<file path="src/rtl/reloc_pkg.sv">
package reloc_pkg;
    typedef enum logic {
        KIND_FETCH   = 1'b0,
        KIND_OPERAND = 1'b1
    } acc_kind_e;
endpackage

</file>
<file path="src/rtl/reloc_regs.sv">
module reloc_regs #(
    parameter int RW = 18
) (
    input  logic          clk,
    input  logic          rst_n,
    input  logic          base_we,
    input  logic [RW-1:0] base_in,
    input  logic          end_we,
    input  logic [RW-1:0] end_in,
    output logic [RW-1:0] base_q,
    output logic [RW-1:0] end_q
);
    logic [RW-1:0] base_d, end_d;

    always_comb begin
        base_d = base_q;
        end_d  = end_q;
        if (base_we) base_d = base_in;
        if (end_we)  end_d  = end_in;
    end

    always_ff @(posedge clk or negedge rst_n) begin
        if (!rst_n) begin
            base_q <= '0;
            end_q  <= '0;
        end else begin
            base_q <= base_d;
            end_q  <= end_d;
        end
    end

    // registers move only on an explicit load
    assert_base_hold_R9: assert property (@(posedge clk) disable iff (!rst_n)
        !base_we |=> $stable(base_q));
    assert_end_hold_R9: assert property (@(posedge clk) disable iff (!rst_n)
        !end_we |=> $stable(end_q));
endmodule

</file>
<file path="src/rtl/reloc_calc.sv">
module reloc_calc #(
    parameter int AW        = 22,
    parameter int GRAN_BITS = 4,
    localparam int RW       = AW - GRAN_BITS
) (
    input  logic [RW-1:0] base,
    input  logic [RW-1:0] win_end,
    input  logic [AW-1:0] rel,
    output logic [AW-1:0] abs_addr,
    output logic          out_of_range
);
    logic [AW:0]   sum;
    logic [AW-1:0] end_abs;

    always_comb begin
        sum          = {1'b0, rel} + {1'b0, base, {GRAN_BITS{1'b0}}};
        end_abs      = {win_end, {GRAN_BITS{1'b0}}};
        abs_addr     = sum[AW-1:0];
        out_of_range = sum[AW] || (sum[AW-1:0] >= end_abs);
    end
endmodule

</file>
<file path="src/rtl/reloc_guard.sv">
module reloc_guard #(
    parameter int AW        = 22,
    parameter int GRAN_BITS = 4,
    localparam int RW       = AW - GRAN_BITS
) (
    input  logic          clk,
    input  logic          rst_n,
    input  logic          base_we,
    input  logic [RW-1:0] base_in,
    input  logic          end_we,
    input  logic [RW-1:0] end_in,
    input  logic          req_vld,
    input  logic          req_kind,
    input  logic [AW-1:0] req_addr,
    input  logic          err_clr,
    output logic          abs_vld,
    output logic [AW-1:0] abs_addr,
    output logic          prog_err,
    output logic          oper_err,
    output logic          halt_issue
);
    import reloc_pkg::*;

    typedef struct packed {
        logic          vld;
        logic [AW-1:0] addr;
        logic          perr;
        logic          oerr;
    } st_t;

    st_t st_d, st_q;
    logic [RW-1:0] base_q, end_q;
    logic [AW-1:0] calc_abs;
    logic          calc_oor;
    logic          fault;

    reloc_regs #(.RW(RW)) u_regs (
        .clk(clk), .rst_n(rst_n),
        .base_we(base_we), .base_in(base_in),
        .end_we(end_we), .end_in(end_in),
        .base_q(base_q), .end_q(end_q)
    );

    reloc_calc #(.AW(AW), .GRAN_BITS(GRAN_BITS)) u_calc (
        .base(base_q), .win_end(end_q), .rel(req_addr),
        .abs_addr(calc_abs), .out_of_range(calc_oor)
    );

    always_comb begin
        st_d     = st_q;
        fault    = req_vld && calc_oor;
        st_d.vld = req_vld && !calc_oor;
        if (req_vld) st_d.addr = calc_abs;
        if (err_clr) begin
            st_d.perr = 1'b0;
            st_d.oerr = 1'b0;
        end
        if (fault) begin
            if (acc_kind_e'(req_kind) == KIND_FETCH) st_d.perr = 1'b1;
            else                                     st_d.oerr = 1'b1;
        end
    end

    always_ff @(posedge clk or negedge rst_n) begin
        if (!rst_n) st_q <= '0;
        else        st_q <= st_d;
    end

    assign abs_vld    = st_q.vld;
    assign abs_addr   = st_q.addr;
    assign prog_err   = st_q.perr;
    assign oper_err   = st_q.oerr;
    assign halt_issue = st_q.perr | st_q.oerr;

    assert_fault_drop_R6: assert property (@(posedge clk) disable iff (!rst_n)
        (req_vld && calc_oor) |=> !abs_vld);
    assert_inwin_fwd_R2: assert property (@(posedge clk) disable iff (!rst_n)
        (req_vld && !calc_oor) |=> (abs_vld && abs_addr == $past(calc_abs)));
    assert_prog_sticky_R7: assert property (@(posedge clk) disable iff (!rst_n)
        (prog_err && !err_clr) |=> prog_err);
    assert_oper_sticky_R7: assert property (@(posedge clk) disable iff (!rst_n)
        (oper_err && !err_clr) |=> oper_err);
    assert_prog_cause_R5: assert property (@(posedge clk) disable iff (!rst_n)
        $rose(prog_err) |-> $past(req_vld && calc_oor && req_kind == 1'b0));
    assert_oper_cause_R5: assert property (@(posedge clk) disable iff (!rst_n)
        $rose(oper_err) |-> $past(req_vld && calc_oor && req_kind == 1'b1));
    assert_idle_quiet_R10: assert property (@(posedge clk) disable iff (!rst_n)
        !req_vld |=> !abs_vld);
endmodule

</file>
<file path="config.mk">
export PLATFORM = sky130hd
export DESIGN_NAME = reloc_guard
export DESIGN_NICKNAME = d
export VERILOG_FILES = /design/src/rtl/reloc_pkg.sv /design/src/rtl/reloc_regs.sv /design/src/rtl/reloc_calc.sv /design/src/rtl/reloc_guard.sv
export SDC_FILE = /design/constraint.sdc
export NUM_CORES = 1
export LEC_CHECK = 0
export BUFFER_PORTS_ARGS = -buffer_cell sky130_fd_sc_hd__clkbuf_2
export CORE_MARGIN = 8
export CORE_UTILIZATION = 50
export CTS_CLUSTER_DIAMETER = 150
export CTS_CLUSTER_SIZE = 40
export DETAILED_ROUTE_END_ITERATION = 12
export PLACE_DENSITY = 0.76
export SETUP_SLACK_MARGIN = 0.4
export SLEW_MARGIN = 30
export SYNTH_ARGS = -nofsm -noshare
export SYNTH_HDL_FRONTEND = slang
export SYNTH_SLANG_ARGS = --single-unit
</file>
<file path="constraint.sdc">
create_clock -name clk -period 3.8 [get_ports clk]
set_clock_uncertainty 0.1 [all_clocks]
set_input_delay 0.19 -clock clk [delete_from_list [all_inputs] [get_ports clk]]
set_output_delay 0.19 -clock clk [all_outputs]
set_load 0.005 [all_outputs]
</file>
==> out/qor.json, run 1 <==
{
  "run_status": {"value": "finished, final reports clean"},
  "fin_setup_tns": {"value": 0, "unit": "ns"},
  "rsz0062_at_grt": {"value": "yes"},
  "syn_area": {"value": 0.00370, "unit": "mm^2"},
  "crit_fanout": {"value": 4},
  "max-vdd-ir-drop": {"value": 222, "unit": "uV"},
  "grt_overflow": {"value": 0},
  "final_wl": {"value": 9510, "unit": "um"},
  "post-route-min-period": {"value": 3.49, "unit": "ns"},
  "post_synth_num_cell_types": {"value": 53},
  "grt_max_degree": {"value": 41},
  "dp.cells": {"value": 535},
  "cts-root-to-sink-buffers": {"value": 2},
  "route.detailed.wl_per_inst": {"value": 15.8, "unit": "um"},
  "design.core.area": {"value": 0.00721, "unit": "mm^2"},
  "per_instance_average_area_after_synthesis": {"value": 10.3, "unit": "um^2"},
  "drv.max_cap_violation_count": {"value": 0},
  "globalRouteTotalUtil": {"value": 0.184},
  "floorplan.initialDensity": {"value": 0.513},
  "buffer_ports.inserted": {"value": 90},
  "vias_in_the_first_global_route": {"value": 3273},
  "setup_viol": {"value": 0},
  "area.growth.synth_to_final": {"value": 34.9, "unit": "%"},
  "max_slew.worst_pin.slew": {"value": 0.643, "unit": "ns"},
  "p_per_area": {"value": 435, "unit": "mW/mm^2"},
  "clockRootBuffer": {"value": "sky130_fd_sc_hd__clkbuf_8"},
  "via_count": {"value": 3188},
  "final_antenna_net_count": {"value": 0},
  "fmax": {"value": 286, "unit": "MHz"},
  "synth_enable_flop_cells": {"value": 0},
  "cts-htree-levels": {"value": 3},
  "worst_skew_pair.late_latency": {"value": 0.35, "unit": "ns"},
  "numClockSinks": {"value": 61},
  "die_area": {"value": 0.0104, "unit": "mm^2"},
  "firstDrtPassIters": {"value": 4},
  "final-max-slew-violation-count": {"value": 0},
  "cts_inserted_buffers": {"value": 9},
  "synth_sequential_area_ratio": {"value": 0.413},
  "ios": {"value": 91},
  "cts.clk_slew.worst_paths": {"value": 0.07, "unit": "ns"},
  "timing.setup.critical_path_class": {"value": "reg2reg"},
  "startpoint_type_of_the_worst_setup_path": {"value": "flop"},
  "initialDrtViolationCount": {"value": 91},
  "fraction_of_layout_instances_using_a_drive_strength_above_1": {"value": 0.351},
  "finalHoldViolations": {"value": 0},
  "place_hpwl": {"value": 7040, "unit": "um"},
  "floorplan.rows": {"value": 31},
  "period_share": {"value": 0.919},
  "worst_hold_margin": {"value": 0.145, "unit": "ns"},
  "finish.net_count": {"value": 599},
  "n_antenna_cell": {"value": 0},
  "cp.required": {"value": 3.98, "unit": "ns"},
  "count_of_unresolved_drc_violations_after_routing": {"value": 0},
  "synth_cells": {"value": 358},
  "setup.worst_path.end_class": {"value": "flop"},
  "hp-class": {"value": "in2reg"},
  "synth_flop_cell": {"value": "sky130_fd_sc_hd__dfrtp_1"},
  "route.detailed.vias_per_inst": {"value": 5.30},
  "die-width": {"value": 102, "unit": "um"},
  "chipHeight": {"value": 102, "unit": "um"},
  "max_slew_margin": {"value": 0.571},
  "ys_ff_latch": {"value": 61},
  "n_fill_cell": {"value": 528},
  "post_layout_nonfiller_instances": {"value": 601},
  "ys_async_sr_fraction": {"value": 1.00},
  "power.static_leakage": {"value": 2.41, "unit": "nW"},
  "global_route_wire_length_before_repair": {"value": 15200, "unit": "um"},
  "synthesis.yosys.warnings": {"value": 0},
  "number_of_antenna_violations_at_the_first_check_in_global_routing": {"value": 0},
  "gpl.final_weighted_congestion": {"value": 0.920},
  "data_arrival_at_the_endpoint_of_the_critical_path": {"value": 3.67, "unit": "ns"},
  "syn-num-nets": {"value": 460},
  "tritoncts_clock_tree": {"value": "yes"}
}
## timing repair
item                                    in CTS  in global routing
setup buffers                                2                  5
hold buffers                                43                  0
gates resized for setup                      2                 23
endpoints found under the hold margin       81                  0
pin swaps                                    1                 18
endpoints found under the setup margin       3                  3
## placed cells by master, fill, tap and decap left out, types with 5 or more instances in the layout
cell type | synthesis | layout
sky130_fd_sc_hd__clkbuf_2 | 1 | 89
sky130_fd_sc_hd__dfrtp_1 | 61 | 61
sky130_fd_sc_hd__dlygate4sd3_1 | 0 | 43
sky130_fd_sc_hd__mux2_2 | 36 | 36
sky130_fd_sc_hd__nand2_1 | 35 | 35
sky130_fd_sc_hd__ha_1 | 36 | 31
sky130_fd_sc_hd__inv_1 | 31 | 30
sky130_fd_sc_hd__o21ai_0 | 29 | 27
sky130_fd_sc_hd__a21oi_1 | 19 | 18
sky130_fd_sc_hd__xnor2_1 | 11 | 9
sky130_fd_sc_hd__clkbuf_8 | 0 | 9
sky130_fd_sc_hd__buf_4 | 0 | 8
sky130_fd_sc_hd__a21o_1 | 7 | 7
sky130_fd_sc_hd__nor2_1 | 7 | 7
sky130_fd_sc_hd__nand3_1 | 6 | 6
sky130_fd_sc_hd__xor2_1 | 5 | 5
sky130_fd_sc_hd__a31oi_1 | 5 | 5
sky130_fd_sc_hd__ha_2 | 0 | 5
## critical path, stage by stage (launching register included)
cell and delay, ns:
sky130_fd_sc_hd__dfrtp_1 0.36, sky130_fd_sc_hd__ha_2 0.19, sky130_fd_sc_hd__inv_2 0.04, sky130_fd_sc_hd__fa_2 0.40
sky130_fd_sc_hd__nand2b_4 0.16, sky130_fd_sc_hd__a21o_1 0.19, sky130_fd_sc_hd__nand3b_1 0.18, sky130_fd_sc_hd__nand3_1 0.10
sky130_fd_sc_hd__a32oi_1 0.25, sky130_fd_sc_hd__xnor2_1 0.18, sky130_fd_sc_hd__ha_1 0.29, sky130_fd_sc_hd__and4_4 0.16
sky130_fd_sc_hd__a211oi_2 0.20, sky130_fd_sc_hd__nand3_1 0.11, sky130_fd_sc_hd__a211oi_2 0.32, sky130_fd_sc_hd__and2_1 0.18
## metal layers
metal	global-route usage	share of wire	vias to the layer above
met3	0.0450	0.046	9
met1	0.235	0.46	1536
met4	0.0632	0.012	0
met2	0.298	0.48	80
met5	0	0	-
li1	-	-	1563
## registers in the layout (all words and copies together), names as in the netlist
signal,flops
oper_err,1
prog_err,1
abs_vld,1
abs_addr,22
u_regs.end_q,18
u_regs.base_q,18
## where the power goes
group	switching [mW]	internal, mW	total, mW
logic	0.420	0.410	0.830
clock network	0.279	0.238	0.517
registers	0.0636	0.761	0.825
## cells by family after synthesis
family,synth area share
multiplexers,0.114
buffers and inverters,0.0470
AND/OR/NAND/NOR,0.0964
adder cells (fa/ha/maj),0.127
XOR/XNOR,0.0379
AO/OA/AOI/OAI,0.165
flip-flops,0.413
## cells in the mapped netlist (all sizes together) (2+ instances only)
| library cell | instances | share of area |
|---|---|---|
| a211oi | 5 | 0.010 |
| a21o | 7 | 0.014 |
| a21oi | 21 | 0.030 |
| a31o | 2 | 0.0071 |
| a31oi | 5 | 0.0085 |
| and2 | 4 | 0.0068 |
| and3 | 2 | 0.0034 |
| and4 | 3 | 0.0071 |
| buf | 3 | 0.0051 |
| clkbuf | 10 | 0.010 |
| dfrtp | 61 | 0.41 |
| ha | 36 | 0.12 |
| inv | 31 | 0.031 |
| mux2 | 37 | 0.11 |
| nand2 | 35 | 0.036 |
| nand3 | 6 | 0.0081 |
| nand3b | 2 | 0.0041 |
| nand4 | 2 | 0.0034 |
| nor2 | 7 | 0.0071 |
| nor2b | 4 | 0.0068 |
| nor3 | 2 | 0.0027 |
| o211a | 2 | 0.0054 |
| o211ai | 3 | 0.0074 |
| o21ai | 29 | 0.039 |
| o311ai | 2 | 0.0047 |
| o32ai | 2 | 0.0047 |
| xnor2 | 11 | 0.026 |
| xor2 | 5 | 0.012 |
## cell type report
type	instances	area, um^2	share of cell area
multi-input cells	253	2110	0.422
flip-flops and latches	61	1530	0.306
repair buffers	141	943	0.189
clock buffers	9	124	0.0248
well taps	99	124	0.0248
inverters	31	116	0.0233
clock inverters	7	51.3	0.0103
## through the flow
step                worst slack [ns]  cell area [um^2]  power, mW  utilization
global placement               0.376              4220       1.53        0.586
finish                         0.309              4990       2.17        0.692
floorplan                      0.649              3700       1.30            -
CTS                            0.414              4850       2.12        0.673
global route                   0.151              4990       2.32        0.692
detailed placement             0.313              4230       1.56        0.586
## final timing paths
check,end,from,slack (ns),cells after the start
max,abs_vld$_DFF_PN0_,u_regs.base_q[0]$_DFFE_PN0P_,0.31,15
min,abs_addr[4]$_DFFE_PN0P_,req_addr[4],0.14,3
max reg2reg,abs_vld$_DFF_PN0_,u_regs.base_q[0]$_DFFE_PN0P_,0.31,15
min reg2reg,abs_addr[4]$_DFFE_PN0P_,abs_addr[4]$_DFFE_PN0P_,0.41,1
max in group asynchronous,u_regs.end_q[8]$_DFFE_PN0P_,rst_n,2.60,3
min in group asynchronous,u_regs.base_q[0]$_DFFE_PN0P_,rst_n,0.29,2
Power figures use the tool's default switching activity.
==> inputs of run 2 (changes only) <==
--- a/config.mk
+++ b/config.mk
@@ -11,7 +11,8 @@
 export CTS_CLUSTER_DIAMETER = 150
 export CTS_CLUSTER_SIZE = 40
 export DETAILED_ROUTE_END_ITERATION = 12
-export PLACE_DENSITY = 0.76
+export MAX_ROUTING_LAYER = met4
+export PLACE_DENSITY = 0.72
 export SETUP_SLACK_MARGIN = 0.4
 export SLEW_MARGIN = 30
 export SYNTH_ARGS = -nofsm -noshare
==> out/qor.json, run 2 (synthesis gave the netlist of run 1 again) <==
{
  "run_status": {"value": "finished, final reports clean"},
  "globalRouteTotalUtil": {"value": 0.200, "change": "+0.0154"},
  "grt_max_degree": {"value": 40, "change": "-2.4%"},
  "grt_overflow": {"value": 0, "change": "unchanged"},
  "n_fill_cell": {"value": 574, "change": "+8.7%"},
  "count_of_unresolved_drc_violations_after_routing": {"value": 0, "change": "unchanged"},
  "flip_flop_count_of_the_largest_register_after_layout": {"value": 22, "change": "unchanged"},
  "floorplan.rows": {"value": 31, "change": "unchanged"},
  "n_antenna_cell": {"value": 0, "change": "unchanged"},
  "finish.net_count": {"value": 599, "change": "unchanged"},
  "die_area": {"value": 0.0104, "unit": "mm^2", "change": "unchanged"},
  "cts_inserted_buffers": {"value": 9, "change": "unchanged"},
  "gpl.final_weighted_congestion": {"value": 0.883, "change": "-4.0%"},
  "timing.critical_path.slowest_stage_cell": {"value": "sky130_fd_sc_hd__dfrtp_1"},
  "timing.critical_path.depth": {"value": 16, "change": "+1"},
  "number_of_antenna_violations_at_the_first_check_in_global_routing": {"value": 0, "change": "unchanged"},
  "firstDrtPassIters": {"value": 4, "change": "unchanged"},
  "hp-class": {"value": "in2reg"},
  "hold-path-cell-count": {"value": 2, "change": "-1"},
  "vias_in_the_first_global_route": {"value": 3298, "change": "+0.76%"},
  "ios": {"value": 91, "change": "unchanged"},
  "numClockSinks": {"value": 61, "change": "unchanged"},
  "worstPathCellList": {"value": "ha_2 > inv_2 > fa_2 > nand2b_4 > a21o_1 > nand3b_1 > buf_4 > a211oi_2 > nor2_1 > xor2_1 > ha_1 > and4_1 > a211oi_2 > nand3_1 > a211oi_2 > o32ai_1"},
  "gr_layer_usage_met3": {"value": 0.0286, "change": "-0.0163"},
  "max_slew_margin": {"value": 0.569, "change": "-0.00295"},
  "worst_path_dominant_cell_family": {"value": "compound AO/OA/AOI/OAI gates"},
  "initialDrtViolationCount": {"value": 79, "change": "-13%"},
  "final-max-slew-violation-count": {"value": 0, "change": "unchanged"},
  "design.core.area": {"value": 0.00721, "unit": "mm^2", "change": "unchanged"},
  "rsz0062_at_grt": {"value": "yes"},
  "finalHoldViolations": {"value": 0, "change": "unchanged"},
  "cts-htree-levels": {"value": 3, "change": "unchanged"},
  "setup.worst_path.end_class": {"value": "flop"},
  "place_area": {"value": 0.00423, "unit": "mm^2", "change": "unchanged"},
  "clockRootBuffer": {"value": "sky130_fd_sc_hd__clkbuf_8"},
  "post_layout_nonfiller_instances": {"value": 600, "change": "-0.17%"},
  "area.growth.synth_to_final": {"value": 34.7, "unit": "%"},
  "die-width": {"value": 102, "unit": "um", "change": "unchanged"},
  "grt_util_met2": {"value": 0.329, "change": "+0.0315"},
  "grtUsageMet1": {"value": 0.235, "change": "+0.000344"},
  "floorplan.initialDensity": {"value": 0.513, "change": "unchanged"},
  "crit_fanout": {"value": 3, "change": "-1"},
  "p_per_area": {"value": 449, "unit": "mW/mm^2", "change": "+3.3%"},
  "route.detailed.wl_per_inst": {"value": 16.0, "unit": "um", "change": "+1.1%"},
  "cp.required": {"value": 3.90, "unit": "ns", "change": "-0.08 ns"},
  "tritoncts_clock_tree": {"value": "yes"},
  "period_share": {"value": 0.912, "change": "-0.00625"},
  "cts-root-to-sink-buffers": {"value": 2, "change": "unchanged"},
  "cts.clk_slew.worst_paths": {"value": 0.07, "unit": "ns", "change": "about the same"},
  "power.static_leakage": {"value": 2.42, "unit": "nW", "change": "+0.54%"},
  "fmax": {"value": 288, "unit": "MHz", "change": "+0.69%"},
  "post-route-min-period": {"value": 3.47, "unit": "ns", "change": "-0.0238 ns"},
  "critical_path_buf_inv_count": {"value": 2, "change": "+1"},
  "final_design_area_no_fill": {"value": 0.00498, "unit": "mm^2", "change": "-0.18%"},
  "route.detailed.vias_per_inst": {"value": 5.27, "change": "-0.62%"},
  "via_count": {"value": 3163, "change": "-0.78%"},
  "critical_path.most_common_cell": {"value": "sky130_fd_sc_hd__a211oi_2"},
  "final_cell_mix": {"value": "sky130_fd_sc_hd__clkbuf_2, sky130_fd_sc_hd__dfrtp_1, sky130_fd_sc_hd__dlygate4sd3_1, sky130_fd_sc_hd__mux2_2, sky130_fd_sc_hd__nand2_1"},
  "layout_commonest_cell": {"value": "sky130_fd_sc_hd__clkbuf_2"},
  "timing.setup.critical_path_class": {"value": "reg2reg"},
  "place_hpwl": {"value": 6940, "unit": "um", "change": "-1.5%"},
  "global_route_wire_length_before_repair": {"value": 15700, "unit": "um", "change": "+3.5%"},
  "final_wl": {"value": 9600, "unit": "um", "change": "+0.95%"},
  "worst_skew_pair.late_latency": {"value": 0.34, "unit": "ns", "change": "about the same"},
  "busiest_layer": {"value": "met2"},
  "worst_r2r_path_depth": {"value": 16, "change": "+1"},
  "fin_setup_tns": {"value": 0, "unit": "ns", "change": "unchanged"},
  "data_arrival_at_the_endpoint_of_the_critical_path": {"value": 3.57, "unit": "ns", "change": "-0.10 ns"},
  "utilization": {"value": 0.691, "change": "-0.00122"},
  "drv.max_cap_violation_count": {"value": 0, "change": "unchanged"},
  "cpPeakStageDelay": {"value": 0.37, "unit": "ns", "change": "-0.03 ns"},
  "dp.cells": {"value": 535, "change": "unchanged"},
  "buffer_ports.inserted": {"value": 90, "change": "unchanged"},
  "startpoint_type_of_the_worst_setup_path": {"value": "flop"},
  "max_slew.worst_pin.slew": {"value": 0.647, "unit": "ns", "change": "+0.00442 ns"},
  "chipHeight": {"value": 102, "unit": "um", "change": "unchanged"},
  "final_antenna_net_count": {"value": 0, "change": "unchanged"},
  "max-vdd-ir-drop": {"value": 253, "unit": "uV", "change": "+14%"},
  "fraction_of_layout_instances_using_a_drive_strength_above_1": {"value": 0.341, "change": "-0.00928"},
  "setup_viol": {"value": 0, "change": "unchanged"}
}
==> run 2: final cells by class <==
class | count | area, um^2 | share of cell area
multi-input combinational | 253 | 2080 | 0.417
timing repair buffer | 141 | 941 | 0.189
inverter | 31 | 116 | 0.0233
clock inverter | 4 | 47.5 | 0.00954
tap | 99 | 124 | 0.0249
clock buffer | 11 | 151 | 0.0304
sequential | 61 | 1530 | 0.306
==> run 2: final timing paths <==
check	slack, ns	startpoint	endpoint
worst min register to register	0.41	abs_addr[6]$_DFFE_PN0P_	abs_addr[6]$_DFFE_PN0P_
worst min-delay path	0.01	req_addr[0]	abs_addr[0]$_DFFE_PN0P_
max in group asynchronous	2.59	rst_n	u_regs.end_q[8]$_DFFE_PN0P_
worst max register to register	0.33	u_regs.base_q[0]$_DFFE_PN0P_	oper_err$_DFF_PN0_
worst max-delay path	0.33	u_regs.base_q[0]$_DFFE_PN0P_	oper_err$_DFF_PN0_
min in group asynchronous	0.30	rst_n	u_regs.base_q[0]$_DFFE_PN0P_
==> run 2: through the flow <==
| stage | hold slack [ns] | setup slack, ns | power, mW |
|---|---|---|---|
| 5_1_grt | 0.00915 | 0.174 | 2.37 |
| 3_5_place_dp | 0.139 | 0.208 | 1.56 |
| 4_1_cts | 0.00405 | 0.368 | 2.24 |
| 3_3_place_gp | 0.288 | 0.328 | 1.53 |
| 6_report | 0.0143 | 0.333 | 2.24 |
| 2_1_floorplan | -0.206 | 0.649 | 1.30 |
==> run 2: metal layers <==
layer  wire, um  vias up
met5          0        -
met4        262        0
met2       4710       83
met1       4270     1501
li1           -     1558
met3        354       21
==> run 2: what timing repair did <==
item	4_1_cts	5_1_grt
resized for setup	13	4
pin swaps	7	11
hold buffers	42	0
gates cloned	0	0
buffers inserted	6	2
endpoints found under the hold margin	79	0
setup endpoints to repair	3	3
==> run 2: worst register-to-register path, delay by kind of cell, from the launching register on <==
kind,cells,cell delay [ns]
flip-flops,1,0.37
buffers and inverters,2,0.19
AND/OR/NAND/NOR,5,0.78
XOR/XNOR,1,0.25
AO/OA/AOI/OAI,5,0.83
adder cells (fa/ha/maj),3,0.79
==> run 2: report_power, final <==
part / internal (mW) / switching, mW / total (mW)
combinational: 0.403 / 0.415 / 0.818
sequential: 0.761 / 0.0595 / 0.820
clock: 0.333 / 0.267 / 0.600
